===== config.mk =====
export PLATFORM = sky130hd
export DESIGN_NAME = ptimer_unit
export DESIGN_NICKNAME = d
export VERILOG_FILES = /design/src/rtl/ptu_pkg.sv /design/src/rtl/ptu_prescaler.sv /design/src/rtl/ptu_channel.sv /design/src/rtl/ptimer_unit.sv
export SDC_FILE = /design/constraint.sdc
export NUM_CORES = 1
export LEC_CHECK = 0
export ABC_CLOCK_PERIOD_IN_PS = 3100
export BUFFER_PORTS_ARGS = -buffer_cell sky130_fd_sc_hd__buf_4
export CAP_MARGIN = 30
export CORE_UTILIZATION = 24
export DETAILED_ROUTE_END_ITERATION = 8
export PLACE_DENSITY = 0.39
export REMOVE_ABC_BUFFERS = 1
export SETUP_SLACK_MARGIN = 0.2
export SLEW_MARGIN = 20
export SYNTH_ARGS = -nofsm -noshare
export SYNTH_HDL_FRONTEND = slang
export SYNTH_HIERARCHICAL = 1
export SYNTH_SLANG_ARGS = --single-unit
export TNS_END_PERCENT = 5

===== constraint.sdc =====
create_clock -name clk -period 3.1 [get_ports clk]
set_input_delay 0.31 -clock clk [delete_from_list [all_inputs] [get_ports clk]]
set_output_delay 0.31 -clock clk [all_outputs]
set_load 0.1 [all_outputs]

===== src/rtl/ptu_pkg.sv =====
package ptu_pkg;
    localparam int CTL_EN = 0;
    localparam int CTL_RL = 1;
    localparam int CTL_LD = 2;
    localparam int CTL_IE = 3;

    typedef struct packed {
        logic ie;
        logic rl;
        logic en;
    } chan_ctl_t;
endpackage


===== src/rtl/ptu_prescaler.sv =====
module ptu_prescaler #(
    parameter int SCL_W = 16
) (
    input  logic             clk,
    input  logic             rst_n,
    input  logic             wr_val,
    input  logic             wr_rld,
    input  logic [SCL_W-1:0] wdata,
    output logic [SCL_W-1:0] val,
    output logic [SCL_W-1:0] rld,
    output logic             tick
);
    typedef struct packed {
        logic [SCL_W-1:0] val;
        logic [SCL_W-1:0] rld;
    } scl_st_t;

    scl_st_t st_d, st_q;

    always_comb begin
        st_d = st_q;
        tick = (st_q.val == '0);
        if (wr_val)    st_d.val = wdata;
        else if (tick) st_d.val = st_q.rld;
        else           st_d.val = st_q.val - 1'b1;
        if (wr_rld)    st_d.rld = wdata;
    end

    always_ff @(posedge clk or negedge rst_n) begin
        if (!rst_n) st_q <= '0;
        else        st_q <= st_d;
    end

    assign val = st_q.val;
    assign rld = st_q.rld;

    // the value taken on a tick is the reload held before the edge
    assert_reload_on_tick_R2: assert property (@(posedge clk) disable iff (!rst_n)
        (tick && !wr_val) |=> (val == $past(rld)));
    // the value steps down by one between ticks
    assert_step_down_R2: assert property (@(posedge clk) disable iff (!rst_n)
        (!tick && !wr_val) |=> (val == $past(val) - 1'b1));
endmodule


===== src/rtl/ptu_channel.sv =====
module ptu_channel
    import ptu_pkg::*;
#(
    parameter int CNT_W = 32
) (
    input  logic             clk,
    input  logic             rst_n,
    input  logic             tick,
    input  logic             wr_val,
    input  logic             wr_rld,
    input  logic             wr_ctl,
    input  logic [31:0]      wdata,
    output logic [CNT_W-1:0] cnt,
    output logic [CNT_W-1:0] rld,
    output chan_ctl_t        ctl,
    output logic             irq
);
    typedef struct packed {
        logic [CNT_W-1:0] cnt;
        logic [CNT_W-1:0] rld;
        chan_ctl_t        ctl;
        logic             irq;
    } ch_st_t;

    ch_st_t st_d, st_q;

    always_comb begin
        st_d     = st_q;
        st_d.irq = 1'b0;
        if (wr_val) begin
            st_d.cnt = wdata[CNT_W-1:0];
        end else if (wr_ctl && wdata[CTL_LD]) begin
            st_d.cnt = st_q.rld;
        end else if (tick && st_q.ctl.en) begin
            if (st_q.cnt == '0) begin
                st_d.irq = st_q.ctl.ie;
                if (st_q.ctl.rl) st_d.cnt    = st_q.rld;
                else             st_d.ctl.en = 1'b0;
            end else begin
                st_d.cnt = st_q.cnt - 1'b1;
            end
        end
        if (wr_rld) st_d.rld = wdata[CNT_W-1:0];
        if (wr_ctl) begin
            st_d.ctl.en = wdata[CTL_EN];
            st_d.ctl.rl = wdata[CTL_RL];
            st_d.ctl.ie = wdata[CTL_IE];
        end
    end

    always_ff @(posedge clk or negedge rst_n) begin
        if (!rst_n) st_q <= '0;
        else        st_q <= st_d;
    end

    assign cnt = st_q.cnt;
    assign rld = st_q.rld;
    assign ctl = st_q.ctl;
    assign irq = st_q.irq;

    assert_hold_when_off_R3: assert property (@(posedge clk) disable iff (!rst_n)
        (!ctl.en && !wr_val && !wr_ctl) |=> $stable(cnt));
    assert_restart_R4: assert property (@(posedge clk) disable iff (!rst_n)
        (tick && ctl.en && cnt == '0 && ctl.rl && !wr_val && !wr_ctl) |=> (cnt == $past(rld)));
    assert_stop_clears_R5: assert property (@(posedge clk) disable iff (!rst_n)
        (tick && ctl.en && cnt == '0 && !ctl.rl && !wr_val && !wr_ctl) |=> (cnt == '0 && !ctl.en));
    assert_irq_needs_tick_R7: assert property (@(posedge clk) disable iff (!rst_n)
        irq |-> $past(tick));
    assert_irq_single_R7: assert property (@(posedge clk) disable iff (!rst_n)
        irq |=> !irq || $past(tick));
endmodule


===== src/rtl/ptimer_unit.sv =====
module ptimer_unit
    import ptu_pkg::*;
#(
    parameter int NUM_TMR = 4,
    parameter int CNT_W   = 32,
    parameter int SCL_W   = 16,
    parameter int ADDR_W  = 8
) (
    input  logic               clk,
    input  logic               rst_n,
    input  logic               bus_wr,
    input  logic [ADDR_W-1:0]  bus_addr,
    input  logic [31:0]        bus_wdata,
    output logic [31:0]        bus_rdata,
    output logic [NUM_TMR-1:0] irq
);
    localparam int SLOT_W = 4;
    localparam int REG_W  = 2;

    logic [SLOT_W-1:0] slot;
    logic [REG_W-1:0]  rsel;
    logic              tick;
    logic [SCL_W-1:0]  scl_val, scl_rld;

    logic [CNT_W-1:0]  cnt_a [NUM_TMR];
    logic [CNT_W-1:0]  rld_a [NUM_TMR];
    chan_ctl_t         ctl_a [NUM_TMR];

    assign slot = bus_addr[7:4];
    assign rsel = bus_addr[3:2];

    ptu_prescaler #(.SCL_W(SCL_W)) u_scl (
        .clk    (clk),
        .rst_n  (rst_n),
        .wr_val (bus_wr && slot == '0 && rsel == 2'd0),
        .wr_rld (bus_wr && slot == '0 && rsel == 2'd1),
        .wdata  (bus_wdata[SCL_W-1:0]),
        .val    (scl_val),
        .rld    (scl_rld),
        .tick   (tick)
    );

    for (genvar g = 0; g < NUM_TMR; g++) begin : g_ch
        localparam logic [SLOT_W-1:0] MY_SLOT = SLOT_W'(g + 1);
        ptu_channel #(.CNT_W(CNT_W)) u_ch (
            .clk    (clk),
            .rst_n  (rst_n),
            .tick   (tick),
            .wr_val (bus_wr && slot == MY_SLOT && rsel == 2'd0),
            .wr_rld (bus_wr && slot == MY_SLOT && rsel == 2'd1),
            .wr_ctl (bus_wr && slot == MY_SLOT && rsel == 2'd2),
            .wdata  (bus_wdata),
            .cnt    (cnt_a[g]),
            .rld    (rld_a[g]),
            .ctl    (ctl_a[g]),
            .irq    (irq[g])
        );
    end

    always_comb begin
        bus_rdata = '0;
        if (slot == '0) begin
            case (rsel)
                2'd0:    bus_rdata = 32'(scl_val);
                2'd1:    bus_rdata = 32'(scl_rld);
                2'd2:    bus_rdata = 32'(NUM_TMR);
                default: bus_rdata = '0;
            endcase
        end
        for (int i = 0; i < NUM_TMR; i++) begin
            if (slot == SLOT_W'(i + 1)) begin
                case (rsel)
                    2'd0:    bus_rdata = 32'(cnt_a[i]);
                    2'd1:    bus_rdata = 32'(rld_a[i]);
                    2'd2:    bus_rdata = {28'd0, ctl_a[i].ie, 1'b0, ctl_a[i].rl, ctl_a[i].en};
                    default: bus_rdata = '0;
                endcase
            end
        end
    end
endmodule


Yosys cells after proc, flatten, opt, wreduce, memory -nomap -nowiden:

Cells that the tools add are included.

* add/sub/neg operators: 5
* equal/unequal tests: 22
* muxes and demuxes: 56
* reduce and logical (&&, ||, !) cells: 54

Operators with widths (count)
* $mux 32: 24
* $pmux 32 s3: 4
* $logic_not 32->1: 4
* $sub 32x1->32 const B: 4
* $mux 16: 3
* $pmux 16 s3: 1
* $mux 2: 16
* $logic_and 1x1->1: 27
* $reduce_and 5->1: 4
* $logic_not 16->1: 1
* $ne 2x1->1 const B: 8
* $ne 4x1->1 const B: 4
* $reduce_bool 2->1: 8
* $sub 16x1->16 const B: 1
* $reduce_bool 3->1: 4
* $eq 4x2->1 const B: 2
* $mux 1: 8
* $ne 2x2->1 const B: 4
* $reduce_and 2->1: 4
* $eq 4x1->1 const B: 1
* $eq 4x3->1 const B: 1
* $logic_not 4->1: 1
* $eq 2x1->1 const B: 1
* $eq 2x2->1 const B: 1
* $logic_not 2->1: 1

* bits in registers: 304
* bits of input ports: 43
* output and inout bits: 36
* logic and storage cells: 163

Depth between registers and ports, before layout:

* depth in word-level cells: 7
* depth in mapped cells: 13
* mapped depth without buffers: 9

Modules after synthesis:

The synthesis kept the hierarchy.

Modules (own cells, without submodules)
* ptu_channel: times used 4, cells an instance 387, area an instance 3872.5 µm², sequential area each 1701.6 µm²
* ptimer_unit: times used 1, cells an instance 355, area an instance 2751.4 µm², sequential area each 0.0 µm²
* ptu_prescaler: times used 1, cells an instance 170, area an instance 1737.9 µm², sequential area each 800.8 µm²

Least setup slack after synthesis:

OpenSTA, ideal clock, no wires.

* kind: input port to output port
* start: input port bus_addr[2]
* end: output port bus_rdata[31]
* arrival time: 3147 ps
* required time: 2790 ps
* path slack: -357 ps
* cell stages on the path: 6
* buffers on the path: 3
* cell sequence: buf_4 > buf_6 > buf_4 > mux2_2 > a22oi_1 > o21ai_0

* cells in the longest elaborated chain, start to end: 6
* elaborated cells on any way between the ends: 11
* those cells by class: eq/ne: 2; mux: 8; reduce/logical: 1

RTL lines
* start: declaration: line ptimer_unit.sv:12 `input logic [ADDR_W-1:0] bus_addr,`
* $eq 2x2->1 (tied with other cells): line ptimer_unit.sv:72 `case (rsel)`
* $pmux 32 s3: line ptimer_unit.sv:72
* $mux 32 (3 in a row): line ptimer_unit.sv:71 `if (slot == SLOT_W'(i + 1)) begin`
* $mux 32 *: line ptimer_unit.sv:71
* end: declaration: line ptimer_unit.sv:14 `output logic [31:0] bus_rdata,`

Every way passes the cells marked *; elsewhere a longest branch is shown, timed or not.

Worst setup path in the final report:

* start: input port bus_addr[2]
* end: output port bus_rdata[1]

* cells in the longest elaborated chain, start to end: 7
* elaborated cells on any way between the ends: 13
* those cells by class: eq/ne: 2; mux: 10; reduce/logical: 1

RTL lines
* $eq 2x2->1 (tied with other cells): line ptimer_unit.sv:63, ptimer_unit.sv:72
* $pmux 16 s3: line ptimer_unit.sv:63 `case (rsel)`
* $mux 16: line ptimer_unit.sv:62 `if (slot == '0) begin`
* $mux 32 (3 in a row): line ptimer_unit.sv:71
* $mux 32 *: line ptimer_unit.sv:71

Marked as above.

==> flow_summary.toml <==
[run_status]
status = "completed"

[timing]
setup_ws_ns = 0.2350
setup_violations = 0
max_clock_freq_ghz = 0.3490
fin_tns_setup_ns = 0
relSlewSlack_pct = 48.06
final.setup_skew_ns = 0.02362
rsz0062_at_grt = "true"
hold_violations = 0
min_period_over_period_pct = 92.42
tightestPinTransition_ns = 0.7709
slew_viol_final = 0
period_minus_slack_ns = 2.865

[critical_path]
critPathKind = "input pin to output port"
critical_path.slowest_cell = "a211o_1"
startpoint_type = "input pin"
critical_path.cell_chain = "clkbuf_8 > buf_4 > mux2_1 > a22oi_1 > a21oi_1 > a211o_1 > buf_4"
cp.arrival_ns = 2.55
cp.required_ns = 2.79
endpoint_kind = "output port"
cp_max_fo = 28
crit_top_cell = "buf_4"
slowest_delay_ns = 0.40

[logic_synthesis]
ys_seq_area_share_pct = 38.08
syn_inst = 2073
synth_seq_cells = 304
synth_edf_count = 0
netlist_area_um2 = 19980
yosysWarnings = 6
ys_types = 83
syn_avg_cell_area_um2 = 9.638
async_reset_ff_share_pct = 100.0
synth_ff_type = "dfrtp_1"

[cts]
clk_pin_slew_ns = 0.05
cts_tree = "built"
ctsRootBufferMaster = "clkbuf_16"
cts.sinks = 304
postCtsSetupBuffers = 0
cts_inserted_buffers = 42
cts_max_path_buffers = 3
htreeDepth = 2
insertion_delay_ns = 0.58

[floorplanning]
pin_count = 79
die_x_um = 290.5
start_util_pct = 24.29
die_y_um = 290.5
core_um2 = 82240
die_area_um2 = 84400
row_count = 105

[pwr]
ir_drop_mv = 0.3217
leakage_uw = 0.009984
power_density_nw_per_um2 = 653.0

[global_routing]
track_usage_pct = 20.31
overflow = 0
met3_usage_pct = 3.342
grt_first_pass_wirelength_um = 127200
grtUsageMet2_pct = 30.09
use_met1_pct = 28.76
antenna_found_initial = 2
top_usage_layer = "met2"
grt_pass1_vias = 17780
grt_max_degree = 89

[cells_and_area]
drive_above_1_share_pct = 25.55
final_nets = 2258
final_area_um2 = 24090
syn_to_final_growth_pct = 20.59
post-route-util_pct = 29.30

[detailed_routing]
drc = 0
wl_per_cell_um = 26.37
routed-via-count = 18190
wl_um = 87170
routed_via_density = 5.501
ant_nets = 0
drtIter0Drc = 1510
dr.pass1.iters = 7

[min_path]
min_path_type = "input pin to flip-flop"

[place]
place_ws_ns = 0.09117
dpl-instance-area_um2 = 22590
dp_hpwl_um = 63750
gp_congestion = 0.8845
io_buffers = 76

[flow_run]
maxCapViolations = 0
==> synth_stat cells, drive strengths merged, types with 49 or more instances <==
library cell,instances,area [um^2]
dfrtp,304,7607
mux2,169,1903
o21ai,161,805.8
nor2,151,566.8
nand2,134,503.0
mux2i,122,1221
a21oi,102,510.5
buf,74,495.5
clkbuf,73,277.8
nor4,64,570.6
a22oi,61,457.9
nor3,49,290.3
==> cells by family after synthesis <==
| group | after synthesis | share of synthesized area (%) |
|---|---|---|
| xor gates and xnor gates | 48 | 2.104 |
| adders and majority gates | 10 | 0.6263 |
| buffers and inverters | 185 | 4.622 |
| muxes | 294 | 15.98 |
| DFF | 304 | 38.08 |
| AOI/OAI and AO/OA | 605 | 20.79 |
| and+or+nand+nor | 627 | 17.80 |
==> cells in the final DEF, fill, tap and decap left out, types with 43 or more instances in the layout <==
master / netlist / routed
nor3_1: 45 / 44
o21ai_1: 60 / 57
a21oi_1: 102 / 102
nor2_1: 151 / 143
a22oi_1: 61 / 61
nand2_1: 134 / 131
dfrtp_1: 304 / 303
clkbuf_16: 0 / 43
mux2i_1: 122 / 122
buf_4: 10 / 211
mux2_2: 167 / 167
o21ai_0: 101 / 100
==> power breakdown <==
group,switching [uW],total [uW],leakage (uW),internal (uW)
Combinational,2880,5070,0.00534,2180
Sequential,1100,5780,0.00398,4680
Clock,1960,4880,0.000666,2920
Total,5940,15700,0.00998,9790
==> worst max-delay path, delay by kind of cell <==
family / cells / cell delay, ns
compound gates: 3 / 0.89
buf+inv: 3 / 0.89
mux: 1 / 0.37
==> layer usage <==
metal  wire length (um)  part of all wire (%)  vias to the layer above
li1                   -                     -                     8187
met1              40610                    47                     9231
met2              37750                    43                      627
met3               4647                   5.3                      141
met4               4163                   4.8                        0
met5                  0                     0                        -
==> flip-flops by register name, summed over array words and instances, names as in the netlist <==
register,flops
g_ch.u_ch/rld,128
g_ch.u_ch/irq,4
u_scl/val,16
g_ch.u_ch/ctl,12
u_scl/rld,16
g_ch.u_ch/cnt,128
==> cell type report <==
cell class | instances | area [um^2]
well taps | 1070 | 1339
inverters | 38 | 155.1
clock inverters | 9 | 98.84
clock buffers | 65 | 1249
diodes | 1 | 2.502
flip-flops and latches | 304 | 7609
multi-input cells | 1584 | 11640
repair buffers | 235 | 2003
fillers | 8655 | 58150
==> worst paths after layout <==
kind	from	endpoint	slack (ns)	cells after the start
max	bus_addr[2]	bus_rdata[1]	0.24	7
min	bus_wdata[22]	g_ch[2].u_ch/rld[22]$_DFFE_PN0P_	0.08	2
max reg2reg	u_scl/val[0]$_DFF_PN0_	g_ch[0].u_ch/cnt[30]$_DFFE_PN0P_	0.26	10
min reg2reg	g_ch[0].u_ch/cnt[21]$_DFFE_PN0P_	g_ch[0].u_ch/cnt[21]$_DFFE_PN0P_	0.52	1
max in group asynchronous	rst_n	u_scl/rld[5]$_DFFE_PN0P_	2.04	3
min in group asynchronous	rst_n	g_ch[3].u_ch/rld[18]$_DFFE_PN0P_	0.19	2
==> stage by stage <==
step | total power, uW | std cells | hold slack (ns)
detailed placement | 10800 | 3230 | 0.2143
floorplan | 8690 | 1926 | 0.01441
CTS | 15800 | 3305 | 0.06626
finish | 15730 | 3306 | 0.08462
global route | 16600 | 3306 | 0.07406
global placement | 10760 | 3230 | 0.2159
==> what timing repair did <==
action                                  in CTS  in global routing
pin swaps                                    0                  5
gates resized for setup                      4                 26
cloned                                       0                  0
endpoints found under the setup margin      32                118
hold endpoints to repair                    72                  0
hold buffers                                 1                  0
Power figures use the tool's default switching activity.
